==> src/rtl/strop_pkg.sv <==
// Shared encodings for the string operation sequencer.
// Assumes: op and prefix codes are fixed by the instruction decoder upstream.
package strop_pkg;
    typedef enum logic [2:0] {
        OP_MOVE = 3'd0,
        OP_CMPR = 3'd1,
        OP_SCAN = 3'd2,
        OP_LOAD = 3'd3,
        OP_STOR = 3'd4
    } strop_e;

    typedef enum logic [1:0] {
        RP_NONE     = 2'd0,
        RP_ALL      = 2'd1,
        RP_WHILE_EQ = 2'd2,
        RP_WHILE_NE = 2'd3
    } rep_e;

    typedef enum logic [2:0] {
        ST_IDLE,
        ST_TEST,
        ST_SRC,
        ST_DST,
        ST_DONE
    } state_e;
endpackage

==> src/rtl/strop_agen.sv <==
// Physical address former: segment shifted left by SEG_SHIFT plus offset.
// Assumes: the result is kept to PAW bits and any carry out is dropped.
module strop_agen #(
    parameter int W         = 16,
    parameter int SEG_SHIFT = 4,
    parameter int PAW       = 20
) (
    input  logic [W-1:0]   seg,
    input  logic [W-1:0]   off,
    output logic [PAW-1:0] addr
);
    localparam int FW = W + SEG_SHIFT;

    logic [FW-1:0] full;

    // Sum the shifted base and the zero-extended offset, then truncate.
    always_comb begin
        full = {seg, {SEG_SHIFT{1'b0}}} + {{SEG_SHIFT{1'b0}}, off};
        addr = full[PAW-1:0];
    end
endmodule

==> src/rtl/strop_step.sv <==
// Index stepper: moves a pointer by one element in the flagged direction.
// Assumes: a word element is two bytes and the pointer wraps modulo 2^W.
module strop_step #(
    parameter int W = 16
) (
    input  logic [W-1:0] ptr,
    input  logic         dir,
    input  logic         wide,
    output logic [W-1:0] nxt
);
    logic [W-1:0] delta;

    // Choose the step size and the direction.
    always_comb begin
        delta = wide ? W'(2) : W'(1);
        nxt   = dir ? (ptr - delta) : (ptr + delta);
    end
endmodule

==> src/rtl/strop_cmp.sv <==
// Flag comparator: the equal and unsigned-below results of a minus b.
// Assumes: byte operands already arrive zero-extended by the caller.
module strop_cmp #(
    parameter int W = 16
) (
    input  logic [W-1:0] a,
    input  logic [W-1:0] b,
    output logic         eq,
    output logic         below
);
    logic [W:0] diff;

    // Borrow of the subtraction gives below; a zero result gives equal.
    always_comb begin
        diff  = {1'b0, a} - {1'b0, b};
        below = diff[W];
        eq    = (diff[W-1:0] == '0);
    end
endmodule

==> src/rtl/strop_seq.sv <==
// String operation sequencer: runs one string primitive, once or under a
// repeat prefix, over a ready-handshake memory port.
// Assumes: inputs are captured on start while idle, and start is ignored
// while busy. Memory read data is valid in the cycle mem_rdy_i is high.
module strop_seq
    import strop_pkg::*;
#(
    parameter int W         = 16,
    parameter int SEG_SHIFT = 4,
    parameter int PAW       = 20
) (
    input  logic           clk,
    input  logic           rst_n,
    input  logic           start_i,
    input  logic [2:0]     op_i,
    input  logic [1:0]     rep_i,
    input  logic           wide_i,
    input  logic           dir_i,
    input  logic [W-1:0]   seg_src_i,
    input  logic [W-1:0]   seg_dst_i,
    input  logic [W-1:0]   si_i,
    input  logic [W-1:0]   di_i,
    input  logic [W-1:0]   cx_i,
    input  logic [W-1:0]   acc_i,
    output logic           mem_req_o,
    output logic           mem_we_o,
    output logic           mem_wide_o,
    output logic [PAW-1:0] mem_addr_o,
    output logic [W-1:0]   mem_wdata_o,
    input  logic [W-1:0]   mem_rdata_i,
    input  logic           mem_rdy_i,
    output logic           acc_we_o,
    output logic           acc_wide_o,
    output logic [W-1:0]   acc_wdata_o,
    output logic           busy_o,
    output logic           done_o,
    output logic [W-1:0]   si_o,
    output logic [W-1:0]   di_o,
    output logic [W-1:0]   cx_o,
    output logic           zf_o,
    output logic           cf_o
);
    localparam int BW = W / 2;

    state_e       st;
    strop_e       op_q;
    rep_e         rep_q;
    logic         wide_q, dir_q;
    logic [W-1:0] ss_q, ds_q, si_q, di_q, cx_q, acc_q, tmp_q;
    logic         zf_q, cf_q;

    logic [PAW-1:0] src_addr, dst_addr;
    logic [W-1:0]   si_nxt, di_nxt, cx_dec;
    logic [W-1:0]   rd_val, acc_val, cmp_a;
    logic           eq, below, is_cmp, elem_end, stop_zf, last_elem;

    strop_agen #(.W(W), .SEG_SHIFT(SEG_SHIFT), .PAW(PAW)) u_agen_src (
        .seg(ss_q), .off(si_q), .addr(src_addr));
    strop_agen #(.W(W), .SEG_SHIFT(SEG_SHIFT), .PAW(PAW)) u_agen_dst (
        .seg(ds_q), .off(di_q), .addr(dst_addr));
    strop_step #(.W(W)) u_step_si (
        .ptr(si_q), .dir(dir_q), .wide(wide_q), .nxt(si_nxt));
    strop_step #(.W(W)) u_step_di (
        .ptr(di_q), .dir(dir_q), .wide(wide_q), .nxt(di_nxt));
    strop_cmp #(.W(W)) u_cmp (
        .a(cmp_a), .b(rd_val), .eq(eq), .below(below));

    // Size the read data and the accumulator to the element width.
    always_comb begin
        rd_val  = wide_q ? mem_rdata_i : {{(W-BW){1'b0}}, mem_rdata_i[BW-1:0]};
        acc_val = wide_q ? acc_q       : {{(W-BW){1'b0}}, acc_q[BW-1:0]};
        cmp_a   = (op_q == OP_SCAN) ? acc_val : tmp_q;
    end

    // Element completion and the repeat stop decision.
    always_comb begin
        is_cmp    = (op_q == OP_CMPR) || (op_q == OP_SCAN);
        elem_end  = mem_rdy_i && (st == ST_DST || (st == ST_SRC && op_q == OP_LOAD));
        cx_dec    = cx_q - W'(1);
        stop_zf   = is_cmp && ((rep_q == RP_WHILE_EQ && !eq) ||
                               (rep_q == RP_WHILE_NE && eq));
        last_elem = (rep_q == RP_NONE) || stop_zf || (cx_dec == '0);
    end

    // Memory port and accumulator port drive.
    always_comb begin
        mem_req_o   = (st == ST_SRC) || (st == ST_DST);
        mem_we_o    = (st == ST_DST) && (op_q == OP_MOVE || op_q == OP_STOR);
        mem_wide_o  = wide_q;
        mem_addr_o  = (st == ST_SRC) ? src_addr : dst_addr;
        mem_wdata_o = (op_q == OP_STOR) ? acc_val : tmp_q;
        acc_we_o    = elem_end && (op_q == OP_LOAD);
        acc_wide_o  = wide_q;
        acc_wdata_o = rd_val;
        busy_o      = (st != ST_IDLE);
        done_o      = (st == ST_DONE);
        si_o = si_q; di_o = di_q; cx_o = cx_q; zf_o = zf_q; cf_o = cf_q;
    end

    // Sequencer state, captured operands and architectural results.
    always_ff @(posedge clk) begin
        if (!rst_n) begin
            st <= ST_IDLE; op_q <= OP_MOVE; rep_q <= RP_NONE;
            wide_q <= 1'b0; dir_q <= 1'b0;
            ss_q <= '0; ds_q <= '0; si_q <= '0; di_q <= '0;
            cx_q <= '0; acc_q <= '0; tmp_q <= '0;
            zf_q <= 1'b0; cf_q <= 1'b0;
        end else begin
            case (st)
                ST_IDLE: if (start_i) begin
                    op_q <= strop_e'(op_i); rep_q <= rep_e'(rep_i);
                    wide_q <= wide_i; dir_q <= dir_i;
                    ss_q <= seg_src_i; ds_q <= seg_dst_i;
                    si_q <= si_i; di_q <= di_i; cx_q <= cx_i; acc_q <= acc_i;
                    st <= ST_TEST;
                end
                ST_TEST: begin
                    if (rep_q != RP_NONE && cx_q == '0)
                        st <= ST_DONE;
                    else if (op_q == OP_SCAN || op_q == OP_STOR)
                        st <= ST_DST;
                    else
                        st <= ST_SRC;
                end
                ST_SRC, ST_DST: if (mem_rdy_i) begin
                    if (!elem_end) begin
                        tmp_q <= rd_val;
                        st    <= ST_DST;
                    end else begin
                        if (op_q == OP_MOVE || op_q == OP_CMPR || op_q == OP_LOAD)
                            si_q <= si_nxt;
                        if (op_q != OP_LOAD)
                            di_q <= di_nxt;
                        if (rep_q != RP_NONE)
                            cx_q <= cx_dec;
                        if (is_cmp) begin
                            zf_q <= eq;
                            cf_q <= below;
                        end
                        st <= last_elem ? ST_DONE : ST_TEST;
                    end
                end
                ST_DONE: st <= ST_IDLE;
                default: st <= ST_IDLE;
            endcase
        end
    end

    // a pending request keeps its address and direction until ready.
    p_req_hold_r11: assert property (@(posedge clk) disable iff (!rst_n)
        (mem_req_o && !mem_rdy_i) |=> (mem_req_o && $stable(mem_addr_o) && $stable(mem_we_o)));

    // done is a single-cycle pulse.
    p_done_pulse_r12: assert property (@(posedge clk) disable iff (!rst_n)
        done_o |=> !done_o);

    // a zero count under a prefix finishes with no memory request.
    p_zero_count_r9: assert property (@(posedge clk) disable iff (!rst_n)
        (st == ST_TEST && rep_q != RP_NONE && cx_q == '0) |=> (done_o && !mem_req_o));

    // without a prefix the count is never touched while busy.
    p_cx_hold_r10: assert property (@(posedge clk) disable iff (!rst_n)
        (busy_o && rep_q == RP_NONE) |=> $stable(cx_q));

    // the accumulator write of a load leaves DI where it was.
    p_load_di_r4: assert property (@(posedge clk) disable iff (!rst_n)
        acc_we_o |=> $stable(di_o));

    // results may change only while busy.
    p_idle_hold_r12: assert property (@(posedge clk) disable iff (!rst_n)
        (!busy_o && !start_i) |=> ($stable(si_o) && $stable(di_o) && $stable(cx_o)));
endmodule

==> config.mk <==
export PLATFORM = sky130hd
export DESIGN_NAME = strop_seq
export DESIGN_NICKNAME = d
export VERILOG_FILES = /design/src/rtl/strop_pkg.sv /design/src/rtl/strop_agen.sv /design/src/rtl/strop_step.sv /design/src/rtl/strop_cmp.sv /design/src/rtl/strop_seq.sv
export SDC_FILE = /design/constraint.sdc
export NUM_CORES = 1
export LEC_CHECK = 0
export CAP_MARGIN = 0
export CORE_MARGIN = 1
export CORE_UTILIZATION = 50
export DETAILED_ROUTE_END_ITERATION = 16
export PLACE_DENSITY = 0.8
export SLEW_MARGIN = 25
export SYNTH_ARGS = -nofsm -noshare
export SYNTH_HDL_FRONTEND = slang
export SYNTH_HIERARCHICAL = 1
export SYNTH_SLANG_ARGS = --single-unit
==> constraint.sdc <==
create_clock -name clk -period 4.89 [get_ports clk]
set_clock_uncertainty 0.05 [all_clocks]
set_input_delay 0.978 -clock clk [delete_from_list [all_inputs] [get_ports clk]]
set_output_delay 0.978 -clock clk [all_outputs]
set_load 0.005 [all_outputs]
== After elaboration in Yosys (flattened, before gate mapping) ==
Index checks and enable logic that the tools add are counted.
Operators by class
  add/sub/neg operators: 8
  equal/unequal tests: 17
  multiplexer cells: 30
  bitwise operators: 1
  reduce and logical (&&, ||, !) cells: 36
Operators with widths (count)
  two-way mux 16 bit: 18
  one-hot mux 16 bit (2 select lines): 3
  zero test 16 bit: 3
  adder 20 x 16 -> 20 bit: 2
  adder 16 bit: 2
  subtractor 16 bit: 2
  two-way mux 20 bit: 1
  subtractor 16 x 16 -> 17 bit: 1
  subtractor 16 x 1 -> 16 bit, second input constant: 1
  two-way mux 3 bit: 5
  AND reduction 5 bit: 3
  == test 3 x 2 -> 1 bit, second input constant: 4
  != test 2 bit, second input constant: 6
  logical OR 1 bit: 10
  one-hot mux 3 bit (3 select lines): 1
  logical AND 1 bit: 8
  == test 3 x 1 -> 1 bit, second input constant: 2
  == test 3 bit, second input constant: 2
  zero test 3 bit: 2
  == test 2 bit, second input constant: 2
  AND reduction 2 bit: 2
  AND reduction 4 bit: 1
  nonzero test 2 bit: 2
  != test 3 x 2 -> 1 bit, second input constant: 1
  other kinds (8): 8
Word-level totals
  flip-flop bits (word level): 124
  bits of input ports: 123

== Logic depth before layout (Yosys ltp) ==
Gate-level depths: netlist (run 1).
  word-level depth: 14
  depth in mapped cells: 19

== Modules after synthesis ==
Netlist (run 1), hierarchy kept.
By module, submodules not included
  strop_seq: instances 1, cells an instance 799, area each 6132.1 sq um
  strop_agen: instances 2, cells an instance 108, area each 820.8 sq um
  strop_step: instances 2, cells an instance 97, area each 732.0 sq um
  strop_cmp: instances 1, cells an instance 137, area each 945.9 sq um

== Worst setup path after synthesis (run 1) ==
OpenSTA, ideal clock, no wires.
  path type: register to register
  from: register op_q[2]
  to: register st[2]
  setup time: 96 ps
  arrival time: 3590 ps
  data required time: 4744 ps
  path slack: 1154 ps
  stages on the path, launching flop included: 18
  path buffers: 2
  cell sequence: dfxtp_1 buf_4 inv_1 nand3_1 clkbuf_1 mux2_2 ha_1 a21o_1 a221oi_1 nand2_1 o32a_1 a222oi_1 o2111a_1 nand3_1 nor3_1 nor3_1 o21a_1 o41ai_2
On the way
  cells in the longest elaborated chain, start to end: 14
RTL lines
  start: declaration: RTL line strop_seq.sv:46  | strop_e op_q;
  start signal: assignment: RTL line strop_seq.sv:111  | op_q <= strop_e'(op_i); rep_q <= rep_e'(rep_i);
  == test 3 x 2 -> 1 bit *: RTL line strop_seq.sv:72  | cmp_a = (op_q == OP_SCAN) ? acc_val : tmp_q;
  two-way mux 16 bit *: RTL line strop_seq.sv:72
  via cmp_a[7]: RTL line strop_seq.sv:54  | logic [W-1:0] rd_val, acc_val, cmp_a;
  subtractor 16 x 16 -> 17 bit *: RTL line strop_cmp.sv:15  | diff = {1'b0, a} - {1'b0, b};
  zero test 16 bit *: RTL line strop_cmp.sv:17  | eq = (diff[W-1:0] == '0);
  via eq: RTL line strop_seq.sv:55  | logic eq, below, is_cmp, elem_end, stop_zf, last_elem;
  zero test 1 bit: RTL line strop_seq.sv:80  | stop_zf = is_cmp && ((rep_q == RP_WHILE_EQ && !eq) ||
  logical AND 1 bit: RTL line strop_seq.sv:80
  logical OR 1 bit *: RTL line strop_seq.sv:80
  logical AND 1 bit *: RTL line strop_seq.sv:80
  logical OR 1 bit * (2 in a row): RTL line strop_seq.sv:82  | last_elem = (rep_q == RP_NONE) || stop_zf || (cx_dec == '0);
  two-way mux 3 bit *: RTL line strop_seq.sv:140  | st <= last_elem ? ST_DONE : ST_TEST;
  two-way mux 3 bit *: RTL line strop_seq.sv:126  | if (!elem_end) begin
  two-way mux 3 bit *: RTL line strop_seq.sv:125  | ST_SRC, ST_DST: if (mem_rdy_i) begin
  one-hot mux 3 bit (3 select lines) *: RTL line strop_seq.sv:109  | case (st)
  end signal: assignment: RTL line strop_seq.sv:140
  end: declaration: RTL line strop_seq.sv:45  | state_e st;
The timed path passes the listed nets; every way through them passes the cells marked *. The select of a mux whose other input is x is not followed.
A chain may end at the register's enable or synchronous reset.

== Worst setup path after layout (run 1) ==
  from: register di_q[4], in the netlist di_o[4]
  to: output port mem_addr_o[14]
On the way
  cells in the longest elaborated chain, start to end: 2
RTL lines
  start: declaration: RTL line strop_seq.sv:49  | logic [W-1:0] ss_q, ds_q, si_q, di_q, cx_q, acc_q, tmp_q;
  start signal: assignment: RTL line strop_seq.sv:114  | si_q <= si_i; di_q <= di_i; cx_q <= cx_i; acc_q <= acc_i;
  start signal: assignment: RTL line strop_seq.sv:133  | di_q <= di_nxt;
  adder 20 x 16 -> 20 bit: RTL line strop_agen.sv:18  | full = {seg, {SEG_SHIFT{1'b0}}} + {{SEG_SHIFT{1'b0}}, off};
  via dst_addr[14]: RTL line strop_seq.sv:52  | logic [PAW-1:0] src_addr, dst_addr;
  two-way mux 20 bit: RTL line strop_seq.sv:90  | mem_addr_o = (st == ST_SRC) ? src_addr : dst_addr;
  end: declaration: RTL line strop_seq.sv:28  | output logic [PAW-1:0] mem_addr_o,
The timed path passes the listed nets, and every way through them passes these cells.

==> run metrics, run 1 <==
Worst Tran Pin Value=0.962 ns; placed wire-length estimate=22500 um; XOR/XNOR Fraction of Synth Area=4.21%; Port Buf Inserts=231; VDD IR-drop max=0.000227 V; H-tree level count=4; Top FF cell, synth=dfxtp_1; Placer Congestion=0.879; routed wire length=between 30000 and 40000 um; fillers=~1700; design area=about 13000 um2; worst relative slew slack=35.8%; initial core utilization=51.6%; final worst setup slack=around 0.62 ns; part of the Yosys area used for sequential elements=24.4%; Tmin final=4.27 ns; later-pin clock latency in the skew report=0.42 ns; Die X=145 um; Rows=just over 50; setup TNS=0 ns; area grow syn2layout=28.1%; Post-synth EDFFs=0; met1 Track Usage GR=38.8%; Util after Layout=between 60 and 70%; CP Data Arrival Time=3.24 ns; Data required, critical path=3.86 ns; Tcrit/Tclk final=between 80% and 90%; Finished Layout Cells=~1800; Post-Place Setup Slack=approximately 0.46 ns; Initial DRC Count=between 700 and 800; area fraction in compound gates after synthesis=27.2%; mux contribution to synthesized area=4.18%; Final Hold Vio Count=0; flop2flop setup slack=0.65 ns; total track usage=a little under 30%; Yosys cell types=87; hold buffers post-CTS=0; area of the multi-input gates=between 7000 and 8000 um2; Resize count post-CTS=0; RSZ-0062 raised after global routing=false; Post-Synth Simple-Gate Area=23.4%; Seq. cell area=~2500 um2; largest family of logic cells by synthesized area=compound AO/OA/AOI/OAI gates; First-pass DRT Iterations=5; CTS Buffer Depth=2; clk slew on worst S/H paths=0.06 ns; Setup Buffers After CTS=0; grt met2 use=48.7%; max_cap viols=0; synth warn=6; antenna viol nets, final=0; TritonCTS clock tree=yes; largest net degree at the start of global routing=63; placed insts=1766; syn_area_per_cell=7.57 um2; Final Max Tran Viols=0; Setup Viol. Count Final=0; antenna violations before repair=1; total CTS buffers=17; GRT overflow=0; Die ar.=approximately 21000 um2; post-synthesis register bit count=124; Root Buffer=clkbuf_16; share of cells above drive strength 1=8.28%; WL/cell=17.3 um; peak fanout along the critical path=8; cell area after synthesis=10200 um2; Leak=5.26 nW; Top Ports=232; status=finished, final reports clean; via/cell ratio=5.77; first-pass GRT wire length=48000 um; Fmax=about 230 MHz; vias in the first global route=between 9000 and 10000; asr flop ratio synth=0%; CP Launch Type=flip-flop; Core Region=19700 um2; cells after synthesis=1346; Vias=10400; Most Crowded Layer GR=met2; DRC Markers=0; post-layout net count=1721; Worst setup EP type=primary output; worst hold path class=flip-flop to flip-flop; crit path kind=flip-flop to primary output; met3 usage=4.87%; CTS sink cnt=124; Post-Synth Adder-Cell Area=9.83%; die height=145 um; dpl cell area=12500 um2; PwrDens=~350 nW/um2; Post-Syn Nets=around 1500
registers in the layout, indices dropped and copies added, names as in the netlist:
register    flops
cx_o           16
ss_q           16
tmp_q          16
si_o           16
zf_o            1
ds_q           16
dir_q           1
rep_q           2
acc_wide_o      1
st              3
acc_q          16
op_q            3
di_o           16
cf_o            1
cell usage after synthesis, types with 6 or more instances:
cell type | number | area (um2)
xor2_1 | 14 | 123
or3_1 | 14 | 87.6
nand2_1 | 297 | 1110
o2111a_1 | 6 | 67.6
a31oi_1 | 11 | 68.8
o21a_1 | 19 | 143
a21oi_1 | 135 | 676
mux2_2 | 36 | 405
clkbuf_1 | 34 | 128
buf_2 | 27 | 135
nor3_1 | 19 | 95.1
xnor2_1 | 35 | 307
a21oi_2 | 9 | 78.8
nor3b_1 | 9 | 67.6
nor2b_1 | 7 | 43.8
inv_1 | 56 | 210
dfxtp_1 | 124 | 2480
a211oi_1 | 8 | 60.1
nor2_1 | 83 | 312
o21ai_0 | 47 | 235
and2_1 | 12 | 75.1
ha_1 | 72 | 901
a21o_1 | 26 | 195
buf_4 | 23 | 173
o211ai_1 | 17 | 128
nand4_1 | 12 | 75.1
nand3_1 | 22 | 110
a311oi_1 | 34 | 298
nand2b_1 | 18 | 113
o221ai_1 | 7 | 61.3
cells by family after synthesis:
group,count (synthesis)
compound gates,388
fa+ha+maj,77
buf+inv,146
simple gates,524
mux,38
flops,124
xor+xnor,49
metrics by stage:
stage                     total power, mW  hold slack [ns]
final                                4.51            0.408
after global routing                 4.78            0.426
after CTS                            4.51            0.407
after detailed placement             3.25            0.397
after global placement               3.21            0.394
after floorplan                      2.56            0.386
cell usage in the layout (no fill, tap or decap), types with 34 or more instances in the layout:
cell             instances
mux2_2                  36
nor2_1                  83
a21oi_1                135
ha_1                    72
o21ai_0                 47
clkdlybuf4s50_1        231
dfxtp_1                124
a311oi_1                34
nand2_1                296
inv_1                   56
xnor2_1                 35
area by class of cell:
| class | instances | area share (%) |
|---|---|---|
| Clock inverter | 14 | 1.11 |
| Antenna cell | 1 | 0.0192 |
| Timing Repair Buffer | 244 | 18.5 |
| Multi-Input combinational cell | 1076 | 53.8 |
| Sequential cell | 124 | 19.0 |
| Inverter | 58 | 1.70 |
| Clock buffer | 17 | 3.26 |
| Tap cell | 265 | 2.54 |
per-layer routing:
layer / up-vias / part of all wire, %
li1: 5169 / -
met1: 4816 / 45
met2: 363 / 47
met3: 38 / 5.4
met4: 0 / 1.8
met5: - / 0
worst max-delay path, stage by stage, from the launching register on:
cell and delay [ns]:
dfxtp_1 0.34, ha_1 0.23, fa_1 0.43, a21o_1 0.24, a221oi_4 0.47, o21ai_0 0.20, xor2_1 0.17, mux2_2 0.29
clkdlybuf4s50_1 0.45
worst paths after layout:
check / start / end / cells past startpoint
worst max-delay path: di_o[4] / mem_addr_o[14] / 8
worst min-delay path: acc_q[15] / acc_q[15] / 2
worst min register to register: acc_q[15] / acc_q[15] / 2
worst max register to register: op_q[2] / st[0] / 17
power by group:
group | internal, mW | leakage (nW) | switching, mW
Sequential | 1.14 | 1.02 | 0.189
Clock | 0.747 | 0.271 | 0.502
Combinational | 0.916 | 3.97 | 1.01
Note: power is estimated with default switching activity, not from simulation.
==> run 2, diff against run 1 <==
--- a/config.mk
+++ b/config.mk
@@ -10,7 +10,8 @@
 export CORE_UTILIZATION = 50
 export DETAILED_ROUTE_END_ITERATION = 16
 export PLACE_DENSITY = 0.8
-export SLEW_MARGIN = 25
+export SKIP_CTS_REPAIR_TIMING = 1
+export SLEW_MARGIN = 20
 export SYNTH_ARGS = -nofsm -noshare
 export SYNTH_HDL_FRONTEND = slang
 export SYNTH_HIERARCHICAL = 1
==> run metrics, run 2 (synthesis gave the netlist of run 1 again) <==
CP max stage delay=0.48 ns (about the same); CP max stage cell=a221oi_4; Worst Tran Pin Value=1.08 ns (+0.120 ns); CP Launch Type=flip-flop; total track usage=29.4% (unchanged); later-pin clock latency in the skew report=0.42 ns (about the same); worst reg2reg path startpoint=op_q[2]; Leak=5.26 nW (about the same); most frequent cells in the layout=nand2_1 (296), clkdlybuf4s50_1 (231), a21oi_1 (135); CTS Buffer Depth=2 (unchanged); vias in the first global route=9583 (unchanged); PwrDens=346 nW/um2 (about the same); First-pass DRT Iterations=5 (unchanged); placed wire-length estimate=22500 um (unchanged); clock share of power=27.7% (about the same); antenna viol nets, final=0 (unchanged); TritonCTS clock tree=yes; Sw Ratio=37.8% (about the same); DRC Markers=0 (unchanged); flop2flop setup slack=0.67 ns (+0.02 ns); H-tree level count=4 (unchanged); Util after Layout=66.1% (about the same); antenna violations before repair=1 (unchanged); Tcrit/Tclk final=87.5% (+0.17 points); max_cap viols=0 (unchanged); die height=145 um (unchanged); CTS sink cnt=124 (unchanged); most common cell after layout, fill and taps aside=nand2_1; P_sw=1.70 mW (-0.13%); RSZ-0062 raised after global routing=false; WL/cell=17.2 um (about the same); Final Max Tran Viols=0 (unchanged); Die X=145 um (unchanged); CP Launch Point=di_o[4]; CP cell instances=ha_1, fa_1, a21o_1, a221oi_4, o21ai_0, xor2_1, mux2_2, clkdlybuf4s50_1; worst relative slew slack=27.8% (-7.9 points); Final Hold Vio Count=0 (unchanged); internal power=2.80 mW (about the same); VDD IR-drop max=0.000227 V (about the same); combinational cell fraction of total power=42.7% (about the same); post-layout net count=1720 (-0.058%); via/cell ratio=5.77 (about the same); total CTS buffers=17 (unchanged); Initial DRC Count=754 (+4.6%); worst hold path class=flip-flop to flip-flop; first-pass GRT wire length=48000 um (unchanged); Fmax=234 MHz (-0.20%); Die ar.=20900 um2 (unchanged); Rows=51 (unchanged); Root Buffer=clkbuf_16; Setup Viol. Count Final=0 (unchanged); initial core utilization=51.6% (unchanged); largest net degree at the start of global routing=63 (unchanged); Worst setup EP type=primary output; Data required, critical path=3.86 ns (about the same); Core Region=19700 um2 (unchanged); routed wire length=31000 um (-0.11%); Top Ports=232 (unchanged); Vias=10400 (-0.067%); total power=4.51 mW (about the same); min-delay src=acc_q[15]; crit path kind=flip-flop to primary output; Tmin final=4.28 ns (+0.00838 ns); sequential share of power=29.5% (about the same); status=finished, final reports clean; share of cells above drive strength 1=8.22% (-0.060 points); peak fanout along the critical path=8 (unchanged); Port Buf Inserts=231 (unchanged); setup TNS=0 ns (unchanged); fillers=1671 (+0.12%); GRT overflow=0 (unchanged); Placer Congestion=0.879 (unchanged); clk slew on worst S/H paths=0.06 ns (about the same); CP Data Arrival Time=3.25 ns (about the same); area grow syn2layout=28.0% (about the same)
## run 2: final timing paths
| check | to | cells past startpoint |
|---|---|---|
| hold reg to reg | acc_q[15] | 2 |
| setup / recovery | mem_addr_o[14] | 8 |
| hold / removal | acc_q[15] | 2 |
| setup reg to reg | st[0] | 17 |
## run 2: per-stage QoR
stage	worst slack [ns]	std cells	hold WS (ns)	cell area [um2]
floorplan	1.15	1346	0.386	10200
global placement	0.581	1766	0.394	12500
detailed placement	0.455	1766	0.397	12500
CTS	0.639	1797	0.407	13000
global route	0.381	1798	0.426	13000
finish	0.611	1798	0.408	13000
## run 2: power by group through the flow
| stage | registers (mW) | logic, mW | clock network [mW] |
|---|---|---|---|
| 2_1_floorplan | 1.29 | 1.28 | 0 |
| 3_3_place_gp | 1.34 | 1.86 | 0 |
| 3_5_place_dp | 1.35 | 1.90 | 0 |
| 4_1_cts | 1.33 | 1.92 | 1.26 |
| 5_1_grt | 1.35 | 2.11 | 1.31 |
| 6_report | 1.33 | 1.93 | 1.25 |
## run 2: layout make-up
cell class | count | area (um2) | share of cell area (%)
multi-input cells | 1076 | 7020 | 53.9
flip-flops and latches | 124 | 2480 | 19.0
repair buffers | 243 | 2400 | 18.4
clock buffers | 17 | 425 | 3.26
well taps | 265 | 332 | 2.54
inverters | 58 | 221 | 1.70
clock inverters | 14 | 145 | 1.11
diodes | 1 | 2.50 | 0.0192
## run 2: per-layer routing
layer	GRT usage, %	part of all wire [%]	vias up
li1	-	-	5158
met1	38.8	46	4848
met2	48.7	48	343
met3	4.87	5.1	30
met4	9.36	1.6	0
met5	0	0	-
## run 2: worst max-delay path, delay by kind of cell, from the launching register on
family	cells	cell delay [ns]
fa+ha+maj	2	0.65
compound gates	3	0.92
xor+xnor	1	0.17
flops	1	0.34
buf+inv	1	0.45
mux	1	0.29
==> run 3, diff against run 2 <==
--- a/config.mk
+++ b/config.mk
@@ -5,7 +5,6 @@
 export SDC_FILE = /design/constraint.sdc
 export NUM_CORES = 1
 export LEC_CHECK = 0
-export CAP_MARGIN = 0
 export CORE_MARGIN = 1
 export CORE_UTILIZATION = 50
 export DETAILED_ROUTE_END_ITERATION = 16
==> results of run 3 <==
Same layout as run 2: the final DEF is identical, and so are final timing and power.
